==> config.mk <==
export PLATFORM = sky130hd
export DESIGN_NAME = sar_conv_ctrl
export DESIGN_NICKNAME = d
export VERILOG_FILES = /design/src/rtl/sar_conv_pkg.sv /design/src/rtl/sar_in_sync.sv /design/src/rtl/sar_clk_sel.sv /design/src/rtl/sar_seq.sv /design/src/rtl/sar_shift_out.sv /design/src/rtl/sar_conv_ctrl.sv
export SDC_FILE = /design/constraint.sdc
export NUM_CORES = 1
export LEC_CHECK = 0
export BUFFER_PORTS_ARGS = -buffer_cell sky130_fd_sc_hd__buf_4
export CORE_MARGIN = 2
export CORE_UTILIZATION = 50
export DETAILED_ROUTE_END_ITERATION = 10
export MAX_ROUTING_LAYER = met4
export PLACE_DENSITY = 0.69
export SYNTH_ARGS = -nofsm -noshare
export SYNTH_HDL_FRONTEND = slang
export SYNTH_SLANG_ARGS = --single-unit
==> constraint.sdc <==
create_clock -name clk -period 2.13 [get_ports clk]
set_input_delay 0.213 -clock clk [delete_from_list [all_inputs] [get_ports clk]]
set_output_delay 0.213 -clock clk [all_outputs]
set_load 0.01 [all_outputs]
==> src/rtl/sar_conv_pkg.sv <==
package sar_conv_pkg;

    typedef enum logic [1:0] {
        PWR_ACTIVE = 2'd0,
        PWR_NAP    = 2'd1,
        PWR_SLEEP  = 2'd2
    } pwr_mode_e;

    typedef enum logic [2:0] {
        ST_IDLE   = 3'd0,
        ST_CONV   = 3'd1,
        ST_FINISH = 3'd2,
        ST_NAP    = 3'd3,
        ST_SLEEP  = 3'd4
    } seq_state_e;

endpackage

==> src/rtl/sar_in_sync.sv <==
// Two-stage synchroniser for asynchronous pins; the low EDGE_W bits also
// get a delayed copy so the parent can form edges.
module sar_in_sync #(
    parameter int            W       = 5,
    parameter int            EDGE_W  = 3,
    parameter logic [W-1:0]  RST_VAL = '1
) (
    input  logic              clk,
    input  logic              rst_n,
    input  logic [W-1:0]      pins_i,
    output logic [W-1:0]      lvl_o,
    output logic [EDGE_W-1:0] prev_o
);

    typedef struct packed {
        logic [W-1:0]      meta;
        logic [W-1:0]      lvl;
        logic [EDGE_W-1:0] prev;
    } sync_t;

    sync_t sync_d, sync_q;

    always_comb begin
        sync_d      = sync_q;
        sync_d.meta = pins_i;
        sync_d.lvl  = sync_q.meta;
        sync_d.prev = sync_q.lvl[EDGE_W-1:0];
    end

    always_ff @(posedge clk or negedge rst_n) begin
        if (!rst_n) begin
            sync_q <= '{meta: RST_VAL, lvl: RST_VAL, prev: RST_VAL[EDGE_W-1:0]};
        end else begin
            sync_q <= sync_d;
        end
    end

    assign lvl_o  = sync_q.lvl;
    assign prev_o = sync_q.prev;

endmodule

==> src/rtl/sar_clk_sel.sv <==
// Conversion clock tick: internal divider or rising edges of the pin.
module sar_clk_sel #(
    parameter int INT_DIV        = 8,
    parameter int EXT_HIGH_LIMIT = 16
) (
    input  logic clk,
    input  logic rst_n,
    input  logic pin_lvl_i,
    input  logic pin_rise_i,
    output logic tick_o
);

    localparam int DW = (INT_DIV > 1) ? $clog2(INT_DIV) : 1;
    localparam int HW = $clog2(EXT_HIGH_LIMIT + 1);
    localparam logic [DW-1:0] DIV_LAST = DW'(INT_DIV - 1);
    localparam logic [HW-1:0] HIGH_MAX = HW'(EXT_HIGH_LIMIT);

    typedef struct packed {
        logic [DW-1:0] div;
        logic [HW-1:0] high_cnt;
    } clk_t;

    clk_t clk_d, clk_q;
    logic int_tick;
    logic int_sel;

    always_comb begin
        clk_d    = clk_q;
        int_tick = (clk_q.div == DIV_LAST);
        clk_d.div = int_tick ? '0 : clk_q.div + 1'b1;
        if (!pin_lvl_i) begin
            clk_d.high_cnt = '0;
        end else if (clk_q.high_cnt != HIGH_MAX) begin
            clk_d.high_cnt = clk_q.high_cnt + 1'b1;
        end
    end

    always_ff @(posedge clk or negedge rst_n) begin
        if (!rst_n) begin
            clk_q <= '{div: '0, high_cnt: '0};
        end else begin
            clk_q <= clk_d;
        end
    end

    assign int_sel = (clk_q.high_cnt == HIGH_MAX);
    assign tick_o  = int_sel ? int_tick : pin_rise_i;

    generate
        if (INT_DIV > 1) begin : g_gap_chk
            // internal ticks never come on adjacent cycles
            assert_int_tick_gap_R6: assert property (@(posedge clk) disable iff (!rst_n)
                (tick_o && int_sel) |=> !(tick_o && int_sel));
        end
    endgenerate

endmodule

==> src/rtl/sar_seq.sv <==
// Successive-approximation sequencer and power-state control.
module sar_seq
    import sar_conv_pkg::*;
#(
    parameter int RES = 14
) (
    input  logic           clk,
    input  logic           rst_n,
    input  logic           start_fall_i,
    input  logic           tick_i,
    input  logic           cmp_i,
    input  logic           shdn_lvl_i,
    input  logic           read_lvl_i,
    output logic [RES-1:0] trial_o,
    output logic           busy_o,
    output logic           res_load_o,
    output logic [RES-1:0] res_code_o,
    output pwr_mode_e      pwr_mode_o
);

    localparam int IW = $clog2(RES);
    localparam logic [IW-1:0]  TOP_IDX = IW'(RES - 1);
    localparam logic [RES-1:0] MSB_ONE = {1'b1, {(RES-1){1'b0}}};

    typedef struct packed {
        seq_state_e     st;
        logic [RES-1:0] sar;
        logic [IW-1:0]  idx;
    } seq_t;

    seq_t seq_d, seq_q;
    logic [RES-1:0] decided;
    logic [RES-1:0] next_trial;
    logic           load;

    always_comb begin
        seq_d      = seq_q;
        load       = 1'b0;
        decided    = seq_q.sar;
        decided[seq_q.idx] = cmp_i;
        next_trial = decided;
        next_trial[seq_q.idx - 1'b1] = 1'b1;
        case (seq_q.st)
            ST_IDLE: begin
                if (!shdn_lvl_i) begin
                    seq_d.st = read_lvl_i ? ST_SLEEP : ST_NAP;
                end else if (start_fall_i) begin
                    seq_d.st  = ST_CONV;
                    seq_d.sar = MSB_ONE;
                    seq_d.idx = TOP_IDX;
                end
            end
            ST_CONV: begin
                if (tick_i) begin
                    if (seq_q.idx == '0) begin
                        seq_d.sar = decided;
                        seq_d.st  = ST_FINISH;
                        load      = 1'b1;
                    end else begin
                        seq_d.sar = next_trial;
                        seq_d.idx = seq_q.idx - 1'b1;
                    end
                end
            end
            ST_FINISH: seq_d.st = ST_IDLE;
            ST_NAP, ST_SLEEP: begin
                if (shdn_lvl_i) begin
                    seq_d.st = ST_IDLE;
                end
            end
            default: seq_d.st = ST_IDLE;
        endcase
    end

    always_ff @(posedge clk or negedge rst_n) begin
        if (!rst_n) begin
            seq_q <= '{st: ST_IDLE, sar: '0, idx: '0};
        end else begin
            seq_q <= seq_d;
        end
    end

    assign trial_o    = seq_q.sar;
    assign busy_o     = !(seq_q.st == ST_CONV || seq_q.st == ST_FINISH);
    assign res_load_o = load;
    assign res_code_o = decided;
    assign pwr_mode_o = (seq_q.st == ST_NAP)   ? PWR_NAP :
                        (seq_q.st == ST_SLEEP) ? PWR_SLEEP : PWR_ACTIVE;

    // every conversion opens with only the top bit on trial
    assert_first_trial_R2: assert property (@(posedge clk) disable iff (!rst_n)
        $fell(busy_o) |-> (trial_o == MSB_ONE));

    // while busy stays low the bit index never jumps back up
    assert_no_restart_R3: assert property (@(posedge clk) disable iff (!rst_n)
        (!busy_o && $past(!busy_o)) |-> (seq_q.idx <= $past(seq_q.idx)));

    // busy rises only after a cycle spent with the result stored
    assert_busy_after_store_R5: assert property (@(posedge clk) disable iff (!rst_n)
        $rose(busy_o) |-> $past(seq_q.st == ST_FINISH));

    // a running conversion is never cut short by shutdown
    assert_shdn_deferred_R12: assert property (@(posedge clk) disable iff (!rst_n)
        (seq_q.st == ST_CONV) |=> (pwr_mode_o == PWR_ACTIVE));

endmodule

==> src/rtl/sar_shift_out.sv <==
// Result register and serial shifter, MSB first, zero fill.
module sar_shift_out #(
    parameter int RES = 14
) (
    input  logic           clk,
    input  logic           rst_n,
    input  logic           load_i,
    input  logic [RES-1:0] code_i,
    input  logic           shift_i,
    output logic           bit_o
);

    typedef struct packed {
        logic [RES-1:0] sh;
    } shf_t;

    shf_t shf_d, shf_q;

    always_comb begin
        shf_d = shf_q;
        if (load_i) begin
            shf_d.sh = code_i;
        end else if (shift_i) begin
            shf_d.sh = {shf_q.sh[RES-2:0], 1'b0};
        end
    end

    always_ff @(posedge clk or negedge rst_n) begin
        if (!rst_n) begin
            shf_q <= '{sh: '0};
        end else begin
            shf_q <= shf_d;
        end
    end

    assign bit_o = shf_q.sh[RES-1];

    // each data clock fall moves the word up by one place
    assert_shift_msb_first_R10: assert property (@(posedge clk) disable iff (!rst_n)
        (shift_i && !load_i) |=> (shf_q.sh == {$past(shf_q.sh[RES-2:0]), 1'b0}));

    // once emptied the register keeps reading zero until reloaded
    assert_zero_fill_R10: assert property (@(posedge clk) disable iff (!rst_n)
        ((shf_q.sh == '0) && !load_i) |=> (shf_q.sh == '0));

endmodule

==> src/rtl/sar_conv_ctrl.sv <==
module sar_conv_ctrl
    import sar_conv_pkg::*;
#(
    parameter int RES            = 14,
    parameter int INT_DIV        = 8,
    parameter int EXT_HIGH_LIMIT = 16
) (
    input  logic           clk,
    input  logic           rst_n,
    input  logic           conv_start_n,
    input  logic           cmp_high,
    input  logic           cclk_pin,
    input  logic           shutdown_n,
    input  logic           read_n,
    input  logic           data_clk,
    output logic [RES-1:0] trial_code,
    output logic           busy,
    output logic           ser_dout,
    output logic           ser_dout_en,
    output logic [1:0]     pwr_mode
);

    localparam int PIN_W  = 5;
    localparam int EDGE_W = 3;
    // bit order: 0 start, 1 conversion clock pin, 2 data clock, 3 shutdown, 4 read
    localparam logic [PIN_W-1:0] PIN_RST = 5'b11011;

    logic [PIN_W-1:0]  pins;
    logic [PIN_W-1:0]  pin_lvl;
    logic [EDGE_W-1:0] pin_prev;
    logic              start_fall;
    logic              cclk_rise;
    logic              dclk_fall;
    logic              tick;
    logic              res_load;
    logic [RES-1:0]    res_code;
    pwr_mode_e         pmode;

    assign pins = {read_n, shutdown_n, data_clk, cclk_pin, conv_start_n};

    sar_in_sync #(.W(PIN_W), .EDGE_W(EDGE_W), .RST_VAL(PIN_RST)) i_sync (
        .clk    (clk),
        .rst_n  (rst_n),
        .pins_i (pins),
        .lvl_o  (pin_lvl),
        .prev_o (pin_prev)
    );

    assign start_fall = pin_prev[0] & ~pin_lvl[0];
    assign cclk_rise  = ~pin_prev[1] & pin_lvl[1];
    assign dclk_fall  = pin_prev[2] & ~pin_lvl[2];

    sar_clk_sel #(.INT_DIV(INT_DIV), .EXT_HIGH_LIMIT(EXT_HIGH_LIMIT)) i_clk_sel (
        .clk        (clk),
        .rst_n      (rst_n),
        .pin_lvl_i  (pin_lvl[1]),
        .pin_rise_i (cclk_rise),
        .tick_o     (tick)
    );

    sar_seq #(.RES(RES)) i_seq (
        .clk          (clk),
        .rst_n        (rst_n),
        .start_fall_i (start_fall),
        .tick_i       (tick),
        .cmp_i        (cmp_high),
        .shdn_lvl_i   (pin_lvl[3]),
        .read_lvl_i   (pin_lvl[4]),
        .trial_o      (trial_code),
        .busy_o       (busy),
        .res_load_o   (res_load),
        .res_code_o   (res_code),
        .pwr_mode_o   (pmode)
    );

    sar_shift_out #(.RES(RES)) i_shift (
        .clk     (clk),
        .rst_n   (rst_n),
        .load_i  (res_load),
        .code_i  (res_code),
        .shift_i (dclk_fall),
        .bit_o   (ser_dout)
    );

    assign ser_dout_en = ~pin_lvl[4];
    assign pwr_mode    = pmode;

    // no conversion can be running while powered down
    assert_no_conv_in_shutdown_R8: assert property (@(posedge clk) disable iff (!rst_n)
        (pwr_mode != PWR_ACTIVE) |-> busy);

endmodule

== Yosys cells after proc, flatten, opt, wreduce, memory -nomap -nowiden ==
Cells that the tools add are included.

* Register bits: 56
* Bits of input ports: 8
* Logic and storage cells: 78

* Add/sub/neg operators: 3
* Order comparisons: 4
* Eq/ne operators: 15
* Muxes and demuxes: 27
* Bitwise gates (word level): 8
* Reduce and logical (&&, ||, !) cells: 12

{| class="wikitable"
|+ Operators by type and width
! cell !! number
|-
| $mux 14 || 3
|-
| $mux 21 || 2
|-
| $pmux 18 s2 || 1
|-
| $mux 18 || 1
|-
| $mux 3 || 5
|-
| $bwmux 14 || 1
|-
| $or 14x14->14 || 1
|-
| $lt 4x5->1 const B || 2
|-
| $mux 5 || 2
|-
| $pmux 3 s3 || 1
|-
| $demux 1 s4 || 2
|-
| $ge 4x1->1 const B || 2
|-
| $ne 2x2->1 const B || 4
|-
| $reduce_and 4->1 || 2
|-
| $eq 3x2->1 const B || 2
|-
| $eq 3x3->1 const B || 2
|-
| $mux 1 || 6
|-
| $ne 2x1->1 const B || 3
|-
| $add 5x1->5 const B || 1
|-
| $eq 5x5->1 const B || 1
|-
| $ne 5x5->1 const B || 1
|-
| $reduce_and 5->1 || 1
|-
| $logic_not 4->1 || 1
|-
| $mux 2 || 2
|-
| 13 further kinds || 20
|}

== Longest topological paths before layout ==
* Word-level depth: 9
* Gate-level depth with buffers: 9
* Gate-level depth less buffers: 7

== Modules after synthesis ==
From an unflattened synthesis, not the netlist that was laid out.

* Cells, all modules: 310
* Area, all modules: 3123.0 um^2

{| class="wikitable"
|+ By module, submodules not included
! module !! times used !! cells an instance !! area each (um^2)
|-
| sar_seq || 1 || 195 || 1659.1
|-
| sar_shift_out || 1 || 61 || 655.6
|-
| sar_clk_sel || 1 || 34 || 402.9
|-
| sar_in_sync || 1 || 16 || 360.3
|-
| sar_conv_ctrl || 1 || 4 || 45.0
|}

== Least setup slack after synthesis ==
No wires, ideal clock.

* Kind: reg2reg
* Start: register i_seq.seq_q[0] (netlist name)
* End: register i_shift.shf_q[13] (netlist name)
* Setup time: 125 ps
* Data arrival time: 1837 ps
* Required time: 2005 ps
* Path slack: 167 ps
* Cell stages (with the launch flop): 8
* Path buffers: 2
* Path through: dfrtp_1 > inv_1 > ha_1 > or3b_1 > buf_2 > nor3b_4 > buf_4 > a21oi_1

* Word-level cells in the longest chain between the ends: 6
* Elaborated cells on any way between the ends: 12

{| class="wikitable"
|+ RTL lines
! item !! line !! RTL
|-
| from (decl) || sar_seq.sv:31 || <nowiki>seq_t seq_d, seq_q;</nowiki>
|-
| from (signal assigned) || sar_seq.sv:77 || <nowiki>seq_q <= '{st: ST_IDLE, sar: '0, idx: '0};</nowiki>
|-
| from (signal assigned) || sar_seq.sv:79 || <nowiki>seq_q <= seq_d;</nowiki>
|-
| $lt 4x5->1 (not written as such) or $ge 4x1->1 (tied branches) || sar_seq.sv:40 || <nowiki>decided[seq_q.idx] = cmp_i;</nowiki>
|-
| $logic_and 1x1->1 (not written as such) || sar_seq.sv:40 ||
|-
| $mux 1 (not written as such) || sar_seq.sv:40 ||
|-
| $demux 1 s4 || -- ||
|-
| $bwmux 14 || sar_seq.sv:40 ||
|-
| $mux 14 || sar_shift_out.sv:21 || <nowiki>if (load_i) begin</nowiki>
|-
| to (signal assigned) || sar_shift_out.sv:30 || <nowiki>shf_q <= '{sh: '0};</nowiki>
|-
| to (decl) || sar_shift_out.sv:17 || <nowiki>shf_t shf_d, shf_q;</nowiki>
|}

Several ways; a longest one is shown, not always the timed one.
A chain may end at the register's enable or synchronous reset.

== Final worst setup path ==
* Start: register i_clk_sel.clk_q[0] (netlist name)
* End: register i_seq.seq_q (netlist bit i_seq.trial_o[9])

* Word-level cells in the longest chain between the ends: 4

{| class="wikitable"
|+ RTL lines
! item !! line !! RTL
|-
| from (decl) || sar_clk_sel.sv:23 || <nowiki>clk_t clk_d, clk_q;</nowiki>
|-
| from (signal assigned) || sar_clk_sel.sv:40 || <nowiki>clk_q <= '{div: '0, high_cnt: '0};</nowiki>
|-
| from (signal assigned) || sar_clk_sel.sv:42 || <nowiki>clk_q <= clk_d;</nowiki>
|-
| $eq 5x5->1 || sar_clk_sel.sv:46 || <nowiki>assign int_sel = (clk_q.high_cnt == HIGH_MAX);</nowiki>
|-
| $mux 1 || sar_clk_sel.sv:47 || <nowiki>assign tick_o = int_sel ? int_tick : pin_rise_i;</nowiki>
|-
| $ne 2x2->1 (no source line) || -- ||
|-
| $reduce_and 4->1 (no source line) || -- ||
|}

Every way passes these cells.

==> flow_summary.ini <==
[worst_hold_path]
worst_hold_path.num_cells = 1
hold_path.startpoint = data_clk
hold_path_end = i_sync.sync_d[5]$_DFF_PN0_
hold_path.class = in -> reg

[critical_path]
worst_ep_required_time_ns = 2.34
reg2reg_to = i_seq.trial_o[9]$_DFFE_PN0P_
r2r.worst_path.cells = 7
criticalPathCategory = reg -> reg
slack_of_the_worst_reg_to_reg_path_ns = 0.19
timing.critical_path.from_type = register
data_arrival_critical_path_ns = 2.15
crit_path_max_fanout = 24
worstSetupEndpointType = register
critical_path.reg2reg.startpoint = i_clk_sel.clk_q[0]$_DFFE_PN0P_

[route]
route.vias.total = 2278
avgViaCountPerCell = 5.53
ant_nets = 0
wl_final_mm = 6.18
drt_pass1_iterations = 4
drcViolationCount = 0
wl_per_cell_um = 15.0
drt_iter0_markers = 108

[yosys]
syn-instance-count = 311
synth_area_leader_cell = dfrtp_1
yosysWarnings = 0
synth-edff-count = 0
async_flop_share_pct = 100
synthDominantCellAreaShare_pct = 37.4
synthesis.area_um2 = 3080
synth_fp_nets = 329
synth.yosys.seq_area_share_pct = 46.0
postSynth.topFlopCell = dfrtp_1
avgSynthCellArea_um2 = 9.89
yosysUniqueCellTypes = 46
synth.top_cells.by_area = dfrtp_1 (37%), dfstp_2 (8.5%), mux2i_1 (4.9%)
synth-seq-cells = 56

[pwr]
power-per-cell-area_nw_per_um2 = 1120
worst_voltage_drop_across_the_vdd_grid_v = 0.000640
static-leakage-power_nw = 1.64

[final_layout]
number_of_filler_instances_in_the_final_layout = 506
nets_final = 354
layout-area-overhead-vs-synth_pct = 14.5
final_design_area_no_fill_um2 = 3520
final_layout_size_suffix_gt1_share_pct = 28.8
final_cell_count_no_fill = 412
post-route-util_pct = 59.5
number_of_antenna_cells_inserted = 0

[grt]
grt_start_max_net_pins = 57
use_met1_pct = 28.7
grt_pass1_wl_mm = 10.0
globalRouteMet3Util_pct = 3.37
grt_overflow_total = 0
antenna_violations_before_repair = 0
most_congested_layer_reported_by_global_routing = met2
grt_util_all_layers_pct = 20.1
grt_util_met2_pct = 29.4
grt_pass1_vias = 2059

[clock_tree]
cts_inserted_buffers = 5
clkLatencyLatePin_ns = 0.31
cts_sinks = 56
clock_tree_from_tritoncts = built
root_buffer_cell = clkbuf_8
cts_htree_levels = 2
clk_transition_reported_paths_ns = 0.10
cts_buffer_depth = 2

[sta]
report.final.hold_viol_count = 0
unrepaired_setup_endpoints_after_global_routing = false
setup_viols_final = 0
timing.final.max_slew_violations = 0
fin_skew_ns = 0.0100
post-route-period-util_pct = 91.1
final.hold.worst_slack_ns = 0.0173
timing.final.crit_period_ns = 1.94
worst_slew_margin_rel_pct = 53.9
setup_total_negative_slack_ns = 0
timing.fmax_mhz = 515
tightestPinTransition_ns = 0.691

[job]
cap_viol_max_count = 0

[floorplan]
rows = 28
fp.dieArea_um2 = 6790
core_area_um2 = 5920
floorplan.initialDensity_pct = 51.9
die_y_um = 82.4
floorplan.die.width_um = 82.4
pin_count = 27

[placed_design]
gpl.final_weighted_congestion = 0.868
dp.final_hpwl_mm = 4.21
place_area_um2 = 3320
buffer_ports.inserted = 26
placed_cells_incl_taps = 399

[outcome]
status = complete, no violations
## flip-flops by register name, indices dropped and copies added, names as in the netlist
| name | cells |
|---|---|
| i_seq.seq_q | 7 |
| i_sync.prev_o | 3 |
| i_sync.lvl_o | 5 |
| i_seq.trial_o | 14 |
| i_sync.sync_d | 5 |
| i_shift.shf_q | 14 |
| i_clk_sel.clk_q | 8 |
## worst max path at each step
stage / from / end / cells past startpoint
3_3_place_gp: i_clk_sel.clk_q[0]$_DFFE_PN0P_ / i_seq.trial_o[10]$_DFFE_PN0P_ / 7
5_1_grt: i_seq.seq_q[0]$_DFFE_PN0P_ / i_seq.trial_o[2]$_DFFE_PN0P_ / 9
3_5_place_dp: i_clk_sel.clk_q[0]$_DFFE_PN0P_ / i_seq.trial_o[9]$_DFFE_PN0P_ / 7
4_1_cts: i_clk_sel.clk_q[0]$_DFFE_PN0P_ / i_seq.trial_o[9]$_DFFE_PN0P_ / 7
6_report: i_clk_sel.clk_q[0]$_DFFE_PN0P_ / i_seq.trial_o[9]$_DFFE_PN0P_ / 7
2_1_floorplan: i_seq.seq_q[0]$_DFFE_PN0P_ / i_shift.shf_q[13]$_DFFE_PN0P_ / 7
## final cells by class
class                      instances  area, um^2  area share (%)
multi-input combinational        212        1430            40.7
timing repair buffer              52         415            11.8
clock inverter                     2        60.1            1.71
sequential                        56        1410            40.2
inverter                           9        33.8           0.959
tap                               75        93.8            2.67
clock buffer                       6        72.6            2.06
## critical path: stages, from the launching register on
cell and delay, ns:
dfrtp_1 0.42, inv_2 0.08, ha_2 0.20, nand4bb_4 0.14, mux2i_4 0.36, or2b_4 0.34
a31oi_1 0.08, a31o_2 0.22
## cells in the final DEF (no fill, tap or decap), types with 2 or more instances in the layout
| cell | Yosys | final |
|---|---|---|
| nand3_1 | 14 | 14 |
| mux2_2 | 13 | 13 |
| nor3_1 | 4 | 4 |
| o22ai_1 | 2 | 2 |
| nor3b_1 | 3 | 3 |
| nand2b_1 | 2 | 2 |
| nand4_1 | 3 | 3 |
| dlygate4sd3_1 | 0 | 5 |
| dfstp_2 | 10 | 10 |
| mux2i_1 | 15 | 15 |
| nor2b_1 | 8 | 8 |
| a21oi_2 | 3 | 3 |
| nor2_1 | 24 | 24 |
| dfrtp_1 | 46 | 46 |
| buf_4 | 16 | 46 |
| bufinv_16 | 0 | 2 |
| a31o_2 | 9 | 9 |
| a31oi_1 | 13 | 13 |
| ha_1 | 10 | 9 |
| clkbuf_8 | 0 | 5 |
| xnor2_1 | 3 | 3 |
| inv_1 | 9 | 8 |
| o21ai_0 | 12 | 12 |
| or2_2 | 2 | 2 |
| and2_1 | 4 | 4 |
| nand2_1 | 31 | 31 |
| a21oi_1 | 19 | 19 |
## repair_timing
item                                    4_1_cts  5_1_grt
gates resized for setup                       0        3
endpoints found under the setup margin        0        8
buffers inserted                              0        0
hold buffers                                  1        4
hold endpoints to repair                     46        4
## cell usage after synthesis, drive strengths merged (2+ instances only)
master	count
o21ai	13
mux2	13
mux2i	16
a31o	9
or2	2
buf	22
nor3b	4
nand3	14
inv	9
nand2	31
xnor2	3
a21oi	22
dfrtp	46
clkbuf	12
nand2b	2
nor3	4
dfstp	10
a31oi	13
o22ai	2
and2	4
nor2	24
nand4	3
nor2b	8
ha	10
## power breakdown
part           switching [mW]  internal [mW]  total (mW)  leakage (nW)
logic                   0.851          0.801        1.65         0.890
registers               0.195           1.29        1.48         0.686
clock network           0.330          0.470       0.800        0.0654
## metrics by stage
stage | setup WS [ns] | power (mW)
detailed placement | 0.110 | 3.13
global route | 0.0547 | 4.20
global placement | 0.184 | 3.10
floorplan | 0.167 | 2.62
CTS | 0.0849 | 3.95
finish | 0.190 | 3.93
## metal layers
layer,vias to the layer above,wire [um]
met5,-,0
met4,0,68
met3,6,215
met2,40,2850
met1,1117,3050
li1,1115,-
## cell families (layout without fill, tap and decap cells)
| kind of cell | count (synthesis) | in the layout | synth area share [%] |
|---|---|---|---|
| and+or+nand+nor | 102 | 102 | 16.6 |
| AOI/OAI and AO/OA | 67 | 67 | 13.8 |
| DFF | 56 | 56 | 46.0 |
| buffers and inverters | 43 | 69 | 8.10 |
| muxes | 29 | 29 | 10.4 |
| adders and majority gates | 10 | 10 | 4.07 |
| xor gates and xnor gates | 4 | 4 | 1.14 |
(Power assumes the default switching activity.)
